===== src/rtl/shmem_arb_pkg.sv =====
package shmem_arb_pkg;
  typedef enum logic [1:0] {
    CYC_IDLE = 2'd0,
    CYC_STRB = 2'd1,
    CYC_HOLD = 2'd2
  } cyc_state_e;

  typedef enum logic {
    OWN_HOST  = 1'b0,
    OWN_LOCAL = 1'b1
  } owner_e;
endpackage


===== src/rtl/shmem_sample_gen.sv =====
module shmem_sample_gen #(
  parameter int DIV = 2
) (
  input  logic clk_i,
  input  logic rst_ni,
  output logic sample_o,
  output logic sclk_o
);
  localparam int CW = (DIV > 1) ? $clog2(DIV) : 1;
  localparam logic [CW-1:0] LAST = CW'(DIV - 1);
  localparam logic [CW-1:0] HALF = CW'(DIV / 2);

  logic [CW-1:0] cnt_q;

  always_ff @(posedge clk_i or negedge rst_ni) begin
    if (!rst_ni)            cnt_q <= '0;
    else if (cnt_q == LAST) cnt_q <= '0;
    else                    cnt_q <= cnt_q + 1'b1;
  end

  // request lines are looked at only while the slow clock is low
  assign sample_o = (cnt_q == '0);
  assign sclk_o   = (cnt_q >= HALF);
endmodule


===== src/rtl/shmem_access_sel.sv =====
module shmem_access_sel (
  input  logic host_req_i,
  input  logic loc_req_i,
  output logic grant_any_o,
  output logic grant_local_o
);
  logic sel_d;

  // select input low hands the cycle to the host, high defaults to local
  assign sel_d         = ~host_req_i;
  assign grant_any_o   = host_req_i | loc_req_i;
  assign grant_local_o = sel_d & loc_req_i;
endmodule


===== src/rtl/shmem_cycle_fsm.sv =====
module shmem_cycle_fsm
  import shmem_arb_pkg::*;
(
  input  logic       clk_i,
  input  logic       rst_ni,
  input  logic       sample_i,
  input  logic       grant_any_i,
  input  logic       grant_local_i,
  input  logic       host_req_i,
  input  logic       loc_req_i,
  output cyc_state_e state_o,
  output owner_e     owner_o,
  output logic       start_o
);
  cyc_state_e state_q, state_d;
  owner_e     owner_q;
  logic       own_req;

  assign own_req = (owner_q == OWN_HOST) ? host_req_i : loc_req_i;
  assign start_o = (state_q == CYC_IDLE) && sample_i && grant_any_i;

  always_comb begin
    state_d = state_q;
    unique case (state_q)
      CYC_IDLE: if (start_o) state_d = CYC_STRB;
      CYC_STRB: state_d = CYC_HOLD;
      CYC_HOLD: if (!own_req) state_d = CYC_IDLE;
      default:  state_d = CYC_IDLE;
    endcase
  end

  always_ff @(posedge clk_i or negedge rst_ni) begin
    if (!rst_ni) begin
      state_q <= CYC_IDLE;
      owner_q <= OWN_HOST;
    end else begin
      state_q <= state_d;
      if (start_o) owner_q <= grant_local_i ? OWN_LOCAL : OWN_HOST;
    end
  end

  assign state_o = state_q;
  assign owner_o = owner_q;
endmodule


===== src/rtl/shmem_datapath.sv =====
module shmem_datapath
  import shmem_arb_pkg::*;
#(
  parameter int ADDR_W = 10,
  parameter int DW     = 8
) (
  input  logic              clk_i,
  input  logic              rst_ni,
  input  logic              start_i,
  input  logic              grant_local_i,
  input  cyc_state_e        state_i,
  input  owner_e            owner_i,
  input  logic              host_we_i,
  input  logic [ADDR_W-1:0] host_addr_i,
  input  logic [DW-1:0]     host_wdata_i,
  input  logic              loc_rd_i,
  input  logic [ADDR_W-1:0] loc_addr_i,
  input  logic [DW-1:0]     loc_wdata_i,
  input  logic [DW-1:0]     ram_rdata_i,
  output logic [ADDR_W-1:0] ram_addr_o,
  output logic [DW-1:0]     ram_wdata_o,
  output logic              ram_we_no,
  output logic              xcvr_en_o,
  output logic              xcvr_dir_o,
  output logic [DW-1:0]     rdata_o
);
  logic [ADDR_W-1:0] addr_q;
  logic [DW-1:0]     wdata_q, rdata_q;
  logic              host_wr_q, loc_wr_q;
  logic              busy, cyc_wr;

  always_ff @(posedge clk_i or negedge rst_ni) begin
    if (!rst_ni) begin
      addr_q    <= '0;
      wdata_q   <= '0;
      host_wr_q <= 1'b0;
      loc_wr_q  <= 1'b0;
    end else if (start_i) begin
      addr_q    <= grant_local_i ? loc_addr_i  : host_addr_i;
      wdata_q   <= grant_local_i ? loc_wdata_i : host_wdata_i;
      // host rw latch stays inactive for a local cycle
      host_wr_q <= grant_local_i ? 1'b0 : host_we_i;
      loc_wr_q  <= grant_local_i ? ~loc_rd_i : 1'b0;
    end
  end

  always_ff @(posedge clk_i or negedge rst_ni) begin
    if (!rst_ni)                                rdata_q <= '0;
    else if (state_i == CYC_STRB && !cyc_wr)    rdata_q <= ram_rdata_i;
  end

  assign busy        = (state_i != CYC_IDLE);
  assign cyc_wr      = (owner_i == OWN_HOST) ? host_wr_q : loc_wr_q;
  assign ram_addr_o  = addr_q;
  assign ram_wdata_o = wdata_q;
  assign ram_we_no   = ~((state_i == CYC_STRB) && cyc_wr);
  assign xcvr_en_o   = busy;
  assign xcvr_dir_o  = busy && ((owner_i == OWN_HOST) ? host_wr_q : ~loc_rd_i);
  assign rdata_o     = rdata_q;
endmodule


===== src/rtl/shmem_arbiter.sv =====
module shmem_arbiter
  import shmem_arb_pkg::*;
#(
  parameter int ADDR_W = 10,
  parameter int DIV    = 2
) (
  input  logic              clk_i,
  input  logic              rst_ni,
  input  logic              host_req_i,
  input  logic              host_we_i,
  input  logic [ADDR_W-1:0] host_addr_i,
  input  logic [7:0]        host_wdata_i,
  output logic [15:0]       host_rdata_o,
  output logic              host_dtack_o,
  input  logic              loc_req_i,
  input  logic              loc_rd_i,
  input  logic [ADDR_W-1:0] loc_addr_i,
  input  logic [7:0]        loc_wdata_i,
  output logic [7:0]        loc_rdata_o,
  output logic              loc_ready_o,
  output logic [ADDR_W-1:0] ram_addr_o,
  output logic [7:0]        ram_wdata_o,
  input  logic [7:0]        ram_rdata_i,
  output logic              ram_we_no,
  output logic              xcvr_en_o,
  output logic              xcvr_dir_o,
  output logic              busy_o,
  output logic              owner_o,
  output logic              sclk_o
);
  localparam int DW = 8;

  logic       sample, grant_any, grant_local, start;
  cyc_state_e state;
  owner_e     owner;
  logic [DW-1:0] rdata;

  shmem_sample_gen #(.DIV(DIV)) u_sample (
    .clk_i(clk_i), .rst_ni(rst_ni), .sample_o(sample), .sclk_o(sclk_o)
  );

  shmem_access_sel u_sel (
    .host_req_i(host_req_i), .loc_req_i(loc_req_i),
    .grant_any_o(grant_any), .grant_local_o(grant_local)
  );

  shmem_cycle_fsm u_fsm (
    .clk_i(clk_i), .rst_ni(rst_ni), .sample_i(sample),
    .grant_any_i(grant_any), .grant_local_i(grant_local),
    .host_req_i(host_req_i), .loc_req_i(loc_req_i),
    .state_o(state), .owner_o(owner), .start_o(start)
  );

  shmem_datapath #(.ADDR_W(ADDR_W), .DW(DW)) u_dp (
    .clk_i(clk_i), .rst_ni(rst_ni), .start_i(start), .grant_local_i(grant_local),
    .state_i(state), .owner_i(owner),
    .host_we_i(host_we_i), .host_addr_i(host_addr_i), .host_wdata_i(host_wdata_i),
    .loc_rd_i(loc_rd_i), .loc_addr_i(loc_addr_i), .loc_wdata_i(loc_wdata_i),
    .ram_rdata_i(ram_rdata_i), .ram_addr_o(ram_addr_o), .ram_wdata_o(ram_wdata_o),
    .ram_we_no(ram_we_no), .xcvr_en_o(xcvr_en_o), .xcvr_dir_o(xcvr_dir_o),
    .rdata_o(rdata)
  );

  assign busy_o       = (state != CYC_IDLE);
  assign owner_o      = owner;
  assign host_dtack_o = (state == CYC_HOLD) && (owner == OWN_HOST);
  assign loc_ready_o  = (state == CYC_HOLD) && (owner == OWN_LOCAL);
  assign host_rdata_o = {8'h00, rdata};
  assign loc_rdata_o  = rdata;
endmodule


===== config.mk =====
export PLATFORM = sky130hd
export DESIGN_NAME = shmem_arbiter
export DESIGN_NICKNAME = d
export VERILOG_FILES = /design/src/rtl/shmem_arb_pkg.sv /design/src/rtl/shmem_sample_gen.sv /design/src/rtl/shmem_access_sel.sv /design/src/rtl/shmem_cycle_fsm.sv /design/src/rtl/shmem_datapath.sv /design/src/rtl/shmem_arbiter.sv
export SDC_FILE = /design/constraint.sdc
export NUM_CORES = 1
export LEC_CHECK = 0
export BUFFER_PORTS_ARGS = -buffer_cell sky130_fd_sc_hd__buf_2
export CAP_MARGIN = 15
export CORE_MARGIN = 8
export CORE_UTILIZATION = 35
export CTS_BUF_LIST = sky130_fd_sc_hd__clkbuf_8 sky130_fd_sc_hd__clkbuf_16
export DETAILED_ROUTE_END_ITERATION = 7
export GPL_ROUTABILITY_DRIVEN = 0
export GPL_TIMING_DRIVEN = 0
export MAX_ROUTING_LAYER = met4
export PLACE_DENSITY = 0.64
export REMOVE_ABC_BUFFERS = 1
export SYNTH_ARGS = -nofsm -noshare
export SYNTH_HDL_FRONTEND = slang
export SYNTH_HIERARCHICAL = 1
export SYNTH_SLANG_ARGS = --single-unit

===== constraint.sdc =====
create_clock -name clk_i -period 2 [get_ports clk_i]
set_input_delay 0.1 -clock clk_i [delete_from_list [all_inputs] [get_ports clk_i]]
set_output_delay 0.1 -clock clk_i [all_outputs]
set_load 0.02 [all_outputs]

=== Yosys cells after proc, flatten, opt, wreduce, memory -nomap -nowiden ===
Index checks and enable logic that the tools add are counted.
W data, S select, Z words.

* Add/sub/neg operators: 1
* Magnitude comparators: 1
* Eq/ne operators: 4
* Mux-type cells: 12
* Bitwise logic cells: 7
* Reductions and logical operators: 11

{| class="wikitable"
|+ Operators with widths
! cell !! number
|-
| $mux W10 || 1
|-
| $mux W8 || 1
|-
| $logic_and A1 B1 Y1 || 7
|-
| $mux W1 || 7
|-
| $pmux W2 S3 || 1
|-
| $not A1 Y1 || 5
|-
| $mux W2 || 2
|-
| $ne A2 B2 Y1 const B || 2
|-
| $eq A2 B1 Y1 const B || 1
|-
| $eq A2 B2 Y1 const B || 1
|-
| $logic_not A2 Y1 || 1
|-
| $reduce_and A2 Y1 || 1
|-
| $reduce_bool A2 Y1 || 1
|-
| $add A1 B1 Y1 const B || 1
|-
| $and A1 B1 Y1 || 1
|-
| $ge A1 B1 Y1 const B || 1
|-
| $logic_not A1 Y1 || 1
|-
| $or A1 B1 Y1 || 1
|}

* Flip-flop bits (word level): 32
* Bits of input ports: 50

=== Longest topological paths before layout ===
Gate-level depths: netlist of the first run.

* Depth in word-level cells: 5
* Mapped depth: 5
* Depth with buffers taken out: 4

=== Modules after synthesis ===
Netlist of the first run, hierarchy kept.

{| class="wikitable"
|+ Modules (own cells, without submodules)
! module !! times used !! cells an instance !! area an instance (µm²) !! seq. area each (µm²)
|-
| shmem_datapath || 1 || 110 || 1,287.5 || 700.7
|-
| shmem_arbiter || 1 || 20 || 151.4 || 0.0
|-
| shmem_cycle_fsm || 1 || 10 || 147.6 || 75.1
|-
| shmem_sample_gen || 1 || 2 || 28.8 || 25.0
|-
| shmem_access_sel || 1 || 2 || 12.5 || 0.0
|}

=== Worst setup path before layout of the first run ===
Ideal clock, no wire load.

* Path kind: register to register
* From: register u_fsm.owner_q (netlist: u_fsm/owner_o)
* To: register u_dp.rdata_q[0] (netlist: u_dp/rdata_o[0])
* Library setup time: 0.125 ns
* Data arrival time: 1.447 ns
* Required time: 1.875 ns
* Setup slack: 0.428 ns
* Cell stages (with the launch flop): 5
* Cells stage by stage: dfrtp_1 > mux2_4 > nand2b_4 > buf_6 > mux2_4

* Cells in the longest elaborated chain, start to end: 3

{| class="wikitable"
|+ RTL lines
! item !! line !! source
|-
| from (decl) || shmem_cycle_fsm.sv:16 || <nowiki>owner_e owner_q;</nowiki>
|-
| from (signal assigned) || shmem_cycle_fsm.sv:38 || <nowiki>if (start_o) owner_q <= grant_local_i ? OWN_LOCAL : OWN_HOST;</nowiki>
|-
| $mux W1 || shmem_datapath.sv:53 || <nowiki>assign cyc_wr = (owner_i == OWN_HOST) ? host_wr_q : loc_wr_q;</nowiki>
|-
| $logic_not A1 Y1 || shmem_datapath.sv:49 || <nowiki>else if (state_i == CYC_STRB && !cyc_wr) rdata_q <= ram_rdata_i;</nowiki>
|-
| $logic_and A1 B1 Y1 || shmem_datapath.sv:49 ||
|-
| to (signal assigned) || shmem_datapath.sv:49 ||
|-
| to (decl) || shmem_datapath.sv:28 || <nowiki>logic [DW-1:0] wdata_q, rdata_q;</nowiki>
|}

No other way between the ends.
A chain may end at the register's enable or synchronous reset.

=== Final worst setup path of the first run ===
* From: register u_fsm.state_q[1] (netlist: u_fsm/state_o[1])
* To: register u_fsm.owner_q (netlist: u_fsm/owner_o)

* Cells in the longest elaborated chain, start to end: 3

{| class="wikitable"
|+ RTL lines
! item !! line !! source
|-
| from (decl) || shmem_cycle_fsm.sv:15 || <nowiki>cyc_state_e state_q, state_d;</nowiki>
|-
| from (signal assigned) || shmem_cycle_fsm.sv:37 || <nowiki>state_q <= state_d;</nowiki>
|-
| $logic_not A2 Y1 || shmem_cycle_fsm.sv:20 || <nowiki>assign start_o = (state_q == CYC_IDLE) && sample_i && grant_any_i;</nowiki>
|-
| $logic_and A1 B1 Y1 (2 in series) || shmem_cycle_fsm.sv:20 ||
|-
| named net start || shmem_arbiter.sv:33 || <nowiki>logic sample, grant_any, grant_local, start;</nowiki>
|}

The timed path passes the listed nets, and every way through them passes these cells.

==> metrics.txt, run 1 <==
pins over their slew limit=0; Overall Global Routing Usage=11.7%; CTS Hold Bufs=1; CTS sink cnt=32; synth top area cells=dfrtp_1 (49%), mux2i_1 (12%), mux2_4 (9.2%), buf_4 (7.4%), a21oi_1 (5.5%); die footprint=7090 µm²; Routed WL=3.89 mm; filler instances=439; setup tns final=0 ps; core area=4600 µm²; Hold Crit Start=ram_rdata_i[1]; Iteration-0 DRC Markers=60; leading cell type in the layout, fill and taps excluded=buf_2; RSZ-0062 raised after global routing=no; DR vias=1237; Clk pin slew, worst setup/hold paths=60 ps; Die Y=84.2 µm; residual DRC count=0; flops & latches, synth=32; HPWL after DPL=3.03 mm; WL per Instance=13.8 µm; drt pass-1 iters=4; Max Fclk=0.637 GHz; Remaining Overflow, GRT=0; worst relative slew slack=52.7%; biggest area consumer among synthesized cells=dfrtp_1; worst-path fanout max=41; endpoints failing setup=0; TritonCTS clock tree=yes; Reg-to-Reg End=u_fsm/owner_o; I/O pins=100; worst r2r path cells=2; final instance area=2140 µm²; Post-Place Cell Area=2040 µm²; layout cell share with drive strength beyond 1=50.4%; Final ANT Viol Nets=0; Hold Path Class=in2reg; hold path cells=2; vias per cell=4.39; post-synthesis cell area=1630 µm²; PwrDens=1520 nW/µm²; number of distinct library cells after synthesis=26; final worst path period share=78.4%; H-tree depth=2; Yosys warnings=6; postcts setup bufs=0; VDD IR max=0.000589 V; worst reg2reg setup slack=430 ps; Initial Util=35.4%; CP max stage delay=670 ps; Top delay family on crit path=simple AND/OR/NAND/NOR gates; Worst EP required=2160 ps; Area growth syn-to-layout=31.7%; die width=84.2 µm; Buffers & Inverters on Critical Path=0; Worst EP arrival=1730 ps; Worst Max-Slew Pin Slew=710 ps; Final min period=1570 ps; skew final=4.96 ps; Synth Area per Inst=11.3 µm²; largest net degree at the start of global routing=42; Fin. Hold Viols=0; Port Buffers=91; global-route wire length before repair=6.57 mm; CTS resizes=0; Diodes inserted=0; Final nets=278; CP cell instances=and4bb_4, mux2_4; commonest non-fill, non-tap cells in the layout=buf_2 (91), dfrtp_1 (32), mux2i_1 (19); initial antenna violation count=0; clk_lat worst skew=270 ps; Num CTS Buffers=5; Lkg Pwr=0.00112 µW; startpoint types=register; Bufs on Longest Clock Path=2; root buf cell=clkbuf_8; Crit Path Category=reg2reg; Reg-to-Reg Start=u_fsm/state_o[1]; kind of end point of the critical path=register; vias in the first global route=1373; row count=25; maxcap violations=0; sequential-to-total area share from yosys stat=49.2%; Critical Path Slowest Stage Cell=and4bb_4; run status=complete, no violations; Total Power=3270 µW; Synth top area share=49.2%; WHS Endpoint=u_dp/rdata_o[1]; synthesized instance count=144
-- per-layer routing --
metal  part of all wire [%]  vias to the layer above  track usage [%]  wire, µm
li1                       -                      630                -         -
met1                     46                      556             14.1      1800
met2                     47                       49             17.3      1840
met3                    5.7                        2             5.03       222
met4                   0.49                        0             3.30        19
met5                      0                        -                -         0
-- registers in the layout (all words and copies together) (netlist names) --
register / count
u_dp/ram_addr_o: 10
u_fsm/owner_o: 1
u_dp/ram_wdata_o: 8
u_sample/cnt_q: 1
u_fsm/state_o: 2
u_dp/loc_wr_q: 1
u_dp/rdata_o: 8
u_dp/host_wr_q: 1
-- cells in the mapped netlist, drive strengths merged --
cell and instances:
a21oi 18, and2b 1, and3b 1, and4bb 2, buf 19, clkbuf 4, conb 1, dfrtp 32
inv 3, mux2 10, mux2i 19, nand2 2, nand2b 2, nand3b 2, nor2 18, nor2b 1
nor3b 1, o211a 1, o21ai 3, or2 3, or2b 1
-- area by class of cell --
class	count	area [µm²]	share of cell area, %
clock buffers	7	96.3	4.49
repair buffers	93	480	22.4
flip-flops and latches	32	801	37.3
multi-input cells	93	688	32.1
well taps	54	67.6	3.15
inverters	3	11.3	0.525
-- worst register-to-register path, stage by stage (launching register included) --
cell,delay [ps]
dfrtp_1,440
and4bb_4,670
mux2_4,340
-- how the worst max path moves through the flow --
stage                     startpoint            endpoint  slack, ps  cells after the start
floorplan                  loc_req_i  u_dp/ram_addr_o[0]        150                      3
global placement           loc_req_i  u_dp/ram_addr_o[5]       -410                      4
detailed placement  u_fsm/state_o[0]       u_fsm/owner_o        430                      2
CTS                 u_fsm/state_o[1]       u_fsm/owner_o        420                      2
global route        u_fsm/state_o[1]       u_fsm/owner_o        320                      2
finish              u_fsm/state_o[1]       u_fsm/owner_o        430                      2
-- power by group --
part           switching, µW  total, µW  internal, µW
clock network            214        520           306
logic                    932       1590           660
registers                208       1150           946
total                   1350       3270          1910
-- per-stage QoR --
step	util (%)	hold slack (ps)	cells	setup WS (ps)
floorplan	-	-196	128	151
global placement	43.9	203	273	-410
detailed placement	44.3	201	274	428
CTS	46.6	43.1	282	418
global route	46.6	41.4	282	325
finish	46.6	55.6	282	431
-- cells by family (layout without fill, tap and decap cells) --
family	count (synthesis)	in the layout	share of synthesized area, %
muxes	29	29	20.9
DFF	32	32	49.2
AOI/OAI and AO/OA	22	22	7.07
and+or+nand+nor	34	34	12.3
other	1	8	0.230
buffers and inverters	26	103	10.3
No activity file was read; power rests on OpenSTA's default activity.
==> run 2: changes to the inputs <==
--- a/config.mk
+++ b/config.mk
@@ -14,7 +14,7 @@
 export GPL_ROUTABILITY_DRIVEN = 0
 export GPL_TIMING_DRIVEN = 0
 export MAX_ROUTING_LAYER = met4
-export PLACE_DENSITY = 0.64
+export PLACE_DENSITY = 0.67
 export REMOVE_ABC_BUFFERS = 1
 export SYNTH_ARGS = -nofsm -noshare
 export SYNTH_HDL_FRONTEND = slang
==> constraint.sdc (replaced) <==
create_clock -name clk_i -period 1.3 [get_ports clk_i]
set_input_delay 0.065 -clock clk_i [delete_from_list [all_inputs] [get_ports clk_i]]
set_output_delay 0.065 -clock clk_i [all_outputs]
set_load 0.02 [all_outputs]
==> run 2 against run 1 <==
The run now ends with setup timing left. Wire length up 22%. Clock power up 100%. Sequential power up 54%. Flip-flop and latch count stayed put. Non-clock buffer count rose by 11. Total power rose by 71%. Critical path type unchanged. Largest power group unchanged. Highest routed layer unchanged.
==> metrics.txt, run 2 (synthesized netlist as in run 1, its figures left out) <==
pins over their slew limit=0; run status=finished, violations left; Placement Setup Slack=-270 ps; Worst EP required=1470 ps; HPWL after DPL=3.05 mm; row count=25; WL per Instance=15.9 µm; I/O pins=100; Hold Crit Start=ram_rdata_i[0]; Initial Util=35.4%; met3 wire len=299 µm; Final ANT Viol Nets=0; leading cell type in the layout, fill and taps excluded=buf_2; hold path cells=2; largest net degree at the start of global routing=33; endpoints failing setup=10; Bufs on Longest Clock Path=2; Crit Path Category=reg2reg; Die Y=84.2 µm; Final WS setup=-80.6 ps; Port Buffers=91; internal power=3370 µW; Hold Path Class=in2reg; WHS Endpoint=u_dp/rdata_o[0]; Overall Global Routing Usage=13.3%; vias in the first global route=1548; clk_lat worst skew=280 ps; die footprint=7090 µm²; VDD IR max=0.00108 V; CP max stage delay=410 ps; Clk pin slew, worst setup/hold paths=70 ps; commonest non-fill, non-tap cells in the layout=buf_2 (86), dfrtp_1 (29), mux2i_1 (19); Reg-to-Reg End=u_dp/rdata_o[7]; CTS sink cnt=32; CP cell instances=mux2_4, nand2b_4, mux2_4; filler instances=425; worst reg2reg setup slack=-80 ps; max reg flops=10; TritonCTS clock tree=yes; Area growth syn-to-layout=46.7%; H-tree depth=2; maxcap violations=0; die width=84.2 µm; Max Fclk=0.724 GHz; Final min period=1380 ps; met2 wire length=2.28 mm; uppermost layer routed=met4; worst relative slew slack=51.8%; initial antenna violation count=0; wire length on met1=2.11 mm; Lkg Pwr=0.00121 µW; drt pass-1 iters=4; Iteration-0 DRC Markers=30; Sw Share=39.8%; Buffers & Inverters on Critical Path=0; failing checks=setup timing; Final nets=294; Logic pwr share=49.7%; sequential power share=31.7%; core area=4600 µm²; startpoint types=register; RSZ-0062 raised after global routing=yes; DR vias=1389; vias per cell=4.65; Reg-to-Reg Start=u_fsm/owner_o; clock share of power=18.7%; skew final=4.58 ps; Worst Max-Slew Pin Slew=722 ps; residual DRC count=0; root buf cell=clkbuf_8; Util after Layout=51.9%; Worst EP arrival=1550 ps; global-route wire length before repair=7.48 mm; CP dominant cell by count=mux2_4; worst r2r path cells=3; PwrDens=2340 nW/µm²; layout cell share with drive strength beyond 1=55.1%; Diodes inserted=0; Critical Path Slowest Stage Cell=dfrtp_2; Fin. Hold Viols=0; final worst path period share=106%; kind of end point of the critical path=register; worst-path fanout max=8; Remaining Overflow, GRT=0; Routed WL=4.75 mm; Top delay family on crit path=multiplexers; sw power=2230 µW; Num CTS Buffers=5
[run 2: power groups by stage]
stage / sequential, µW / combinational [µW] / clock [µW]
after floorplan: 2450 / 918 / 0
after global placement: 1770 / 2450 / 0
after detailed placement: 1780 / 2500 / 0
after CTS: 1770 / 2720 / 1070
after global routing: 1840 / 3000 / 1120
final: 1770 / 2780 / 1040
[run 2: final cells by class]
| cell class | count | area, µm² | share of cell area, % |
|---|---|---|---|
| well taps | 54 | 67.6 | 2.83 |
| multi-input cells | 98 | 769 | 32.2 |
| clock buffers | 7 | 96.3 | 4.04 |
| repair buffers | 104 | 608 | 25.5 |
| inverters | 3 | 11.3 | 0.472 |
| clock inverters | 1 | 30.0 | 1.26 |
| flip-flops and latches | 32 | 805 | 33.7 |
[run 2: stage by stage]
stage / setup TNS, ps / cell area, µm² / hold slack [ps] / cells / power [µW]
floorplan: -12160 / 1500 / -231 / 128 / 3370
global placement: -23010 / 2020 / 157 / 273 / 4220
detailed placement: -4420 / 2040 / 172 / 274 / 4280
CTS: -708 / 2290 / 0.0407 / 293 / 5550
global route: -1130 / 2390 / 4.25 / 299 / 5960
finish: -622 / 2390 / 12.6 / 299 / 5590
[run 2: worst max-delay path by stage]
stage | from | end | cells past startpoint
floorplan | loc_req_i | u_dp/ram_addr_o[0] | 3
global placement | loc_req_i | u_dp/ram_wdata_o[4] | 4
detailed placement | u_fsm/state_o[1] | u_fsm/owner_o | 2
CTS | u_fsm/owner_o | u_dp/rdata_o[6] | 3
global route | u_fsm/owner_o | u_dp/rdata_o[5] | 3
finish | u_fsm/owner_o | u_dp/rdata_o[7] | 3
[run 2: what timing repair did]
item	CTS	global route
endpoints found under the setup margin	32	33
hold endpoints to repair	34	0
resized for setup	15	8
pin swaps	3	4
setup buffers	6	3
gates cloned	2	3
hold buffers	3	0
[run 2: routing by layer]
| metal | track usage [%] | vias to the layer above |
|---|---|---|
| met4 | 4.71 | 0 |
| li1 | - | 675 |
| met1 | 15.3 | 643 |
| met5 | - | - |
| met2 | 20.8 | 66 |
| met3 | 5.03 | 5 |
==> run 3: changes to the inputs <==
--- a/config.mk
+++ b/config.mk
@@ -8,13 +8,13 @@
 export BUFFER_PORTS_ARGS = -buffer_cell sky130_fd_sc_hd__buf_2
 export CAP_MARGIN = 15
 export CORE_MARGIN = 8
-export CORE_UTILIZATION = 35
+export CORE_UTILIZATION = 25
 export CTS_BUF_LIST = sky130_fd_sc_hd__clkbuf_8 sky130_fd_sc_hd__clkbuf_16
 export DETAILED_ROUTE_END_ITERATION = 7
 export GPL_ROUTABILITY_DRIVEN = 0
 export GPL_TIMING_DRIVEN = 0
 export MAX_ROUTING_LAYER = met4
-export PLACE_DENSITY = 0.67
+export PLACE_DENSITY = 0.5
 export REMOVE_ABC_BUFFERS = 1
 export SYNTH_ARGS = -nofsm -noshare
 export SYNTH_HDL_FRONTEND = slang
==> run 3 against run 2 <==
The run still ends with setup timing left. Hold slack improved by 9.0 ps. Sequential power barely moved. Global-route usage fell by 3.0 points. Fmax rose by 0.61%. Clock skew barely moved. Final cell count rose by 5.4%. Worst setup slack improved by 8.4 ps. Register-to-register slack barely moved. Non-clock buffer count fell by 5. Critical path type unchanged. Largest cell class unchanged. Highest routed layer unchanged.
==> metrics.txt, run 3 (synthesized netlist as in run 1, its figures left out) <==
run status=finished, violations left; failing checks=setup timing; Diodes inserted=0; row count=29; VDD IR max=0.00120 V; Worst EP required=1460 ps; worst-path fanout max=8; Bufs on Longest Clock Path=2; Buffers & Inverters on Critical Path=0; DR vias=1318; drt pass-1 iters=5; WL per Instance=15.1 µm; CP cell instances=mux2_4, nand2b_4, mux2_4; worst relative slew slack=50.9%; Reg-to-Reg End=u_dp/rdata_o[6]; worst r2r path cells=3; Total Power=5230 µW; Overall Global Routing Usage=10.4%; initial antenna violation count=0; max reg flops=10; clock share of power=14.7%; Hold Path Class=in2reg; Die Y=96.7 µm; residual DRC count=0; largest net degree at the start of global routing=33; TritonCTS clock tree=yes; internal power=3070 µW; Final nets=287; skew final=4.09 ps; kind of end point of the critical path=register; Initial Util=25.8%; Top delay family on crit path=multiplexers; final cell count without fillers=315; RSZ-0062 raised after global routing=yes; Sw Share=41.3%; Remaining Overflow, GRT=0; CP startpoint=u_fsm/owner_o; leading cell type in the layout, fill and taps excluded=buf_2; die footprint=9350 µm²; Max Fclk=0.729 GHz; Final min period=1370 ps; Num CTS Buffers=5; CP Depth=3; maxcap violations=0; Iteration-0 DRC Markers=19; CTS sink cnt=32; die width=96.7 µm; Critical Path Slowest Stage Cell=dfrtp_2; clk_lat worst skew=280 ps; pins over their slew limit=0; I/O pins=100; Clk pin slew, worst setup/hold paths=70 ps; Logic pwr share=51.8%; CP max stage delay=410 ps; sequential power share=33.5%; startpoint types=register; final worst path period share=106%; sw power=2160 µW; Final WS setup=-72.2 ps; global-route wire length before repair=7.71 mm; core area=6310 µm²; Crit Path Category=reg2reg; CP endpoint=u_dp/rdata_o[6]; vias in the first global route=1480; vias per cell=4.18; final hold slack=21.6 ps; commonest non-fill, non-tap cells in the layout=buf_2 (86), dfrtp_1 (29), mux2i_1 (19); layout cell share with drive strength beyond 1=54.6%; Port Buffers=91; HPWL after DPL=3.06 mm; Routed WL=4.75 mm; worst reg2reg setup slack=-70 ps; Reg-to-Reg Start=u_fsm/owner_o; Worst Max-Slew Pin Slew=737 ps; PwrDens=2240 nW/µm²; Fin. Hold Viols=0; Worst EP arrival=1530 ps; endpoints failing setup=10; hold path cells=2; H-tree depth=2; CP dominant cell by count=mux2_4; root buf cell=clkbuf_8; Final ANT Viol Nets=0; Cells after DPL=297; Lkg Pwr=0.00118 µW; Area growth syn-to-layout=43.6%
run 3: cell count changes in the layout (fill, tap and decap cells not counted), moves of 2 or more:
cell / change
buf_4: -6
nor2_1: -2
buf_6: +3
inv_1: +2
nor2_2: +2
dlygate4sd3_1: -2
run 3: through the flow:
step	cell area, µm²	utilization (%)	setup TNS [ps]	worst slack (ps)
5_1_grt	2340	37.0	-1150	-110
3_5_place_dp	2080	32.9	-4950	-294
2_1_floorplan	1500	-	-12160	-514
4_1_cts	2250	35.7	-810	-80.9
3_3_place_gp	2050	32.5	-26820	-1230
6_report	2340	37.0	-607	-72.2
run 3: power by group through the flow:
stage	registers, µW	clock network [µW]	logic [µW]
after floorplan	2450	0	918
after global placement	1770	0	2490
after detailed placement	1760	0	2510
after CTS	1740	821	2680
after global routing	1820	865	2930
final	1750	767	2710
run 3: what timing repair did:
action,in CTS,in global routing
hold buffers,1,0
gates resized for setup,10,16
pin swaps,3,4
endpoints found under the setup margin,32,29
gates cloned,2,1
endpoints found under the hold margin,32,0
setup buffers,4,2
run 3: area by class of cell:
class	count	area [µm²]
Multi-Input combinational cell	96	746
Clock buffer	6	82.6
Fill cell	641	3980
Timing Repair Buffer	99	589
Clock inverter	2	7.51
Tap cell	77	96.3
Inverter	3	11.3
Sequential cell	32	805
run 3: worst register-to-register path: stages (launching register included):
cell and delay [ps]:
dfrtp_2 410, mux2_4 300, nand2b_4 220, mux2_4 320
run 3: layer usage:
layer,global-route usage (%),routed length [µm]
met1,13.1,2230
met2,14.7,2100
met3,4.34,382
met4,2.84,43
met5,-,0
run 3: worst min path at each step:
stage                   startpoint                  end  slack [ps]
floorplan                   rst_ni       u_dp/host_wr_q        -230
global placement            rst_ni  u_dp/ram_wdata_o[5]         180
detailed placement          rst_ni   u_dp/ram_addr_o[6]         180
CTS                 ram_rdata_i[3]      u_dp/rdata_o[3]           9
global route        ram_rdata_i[6]      u_dp/rdata_o[6]          10
finish              ram_rdata_i[3]      u_dp/rdata_o[3]          20
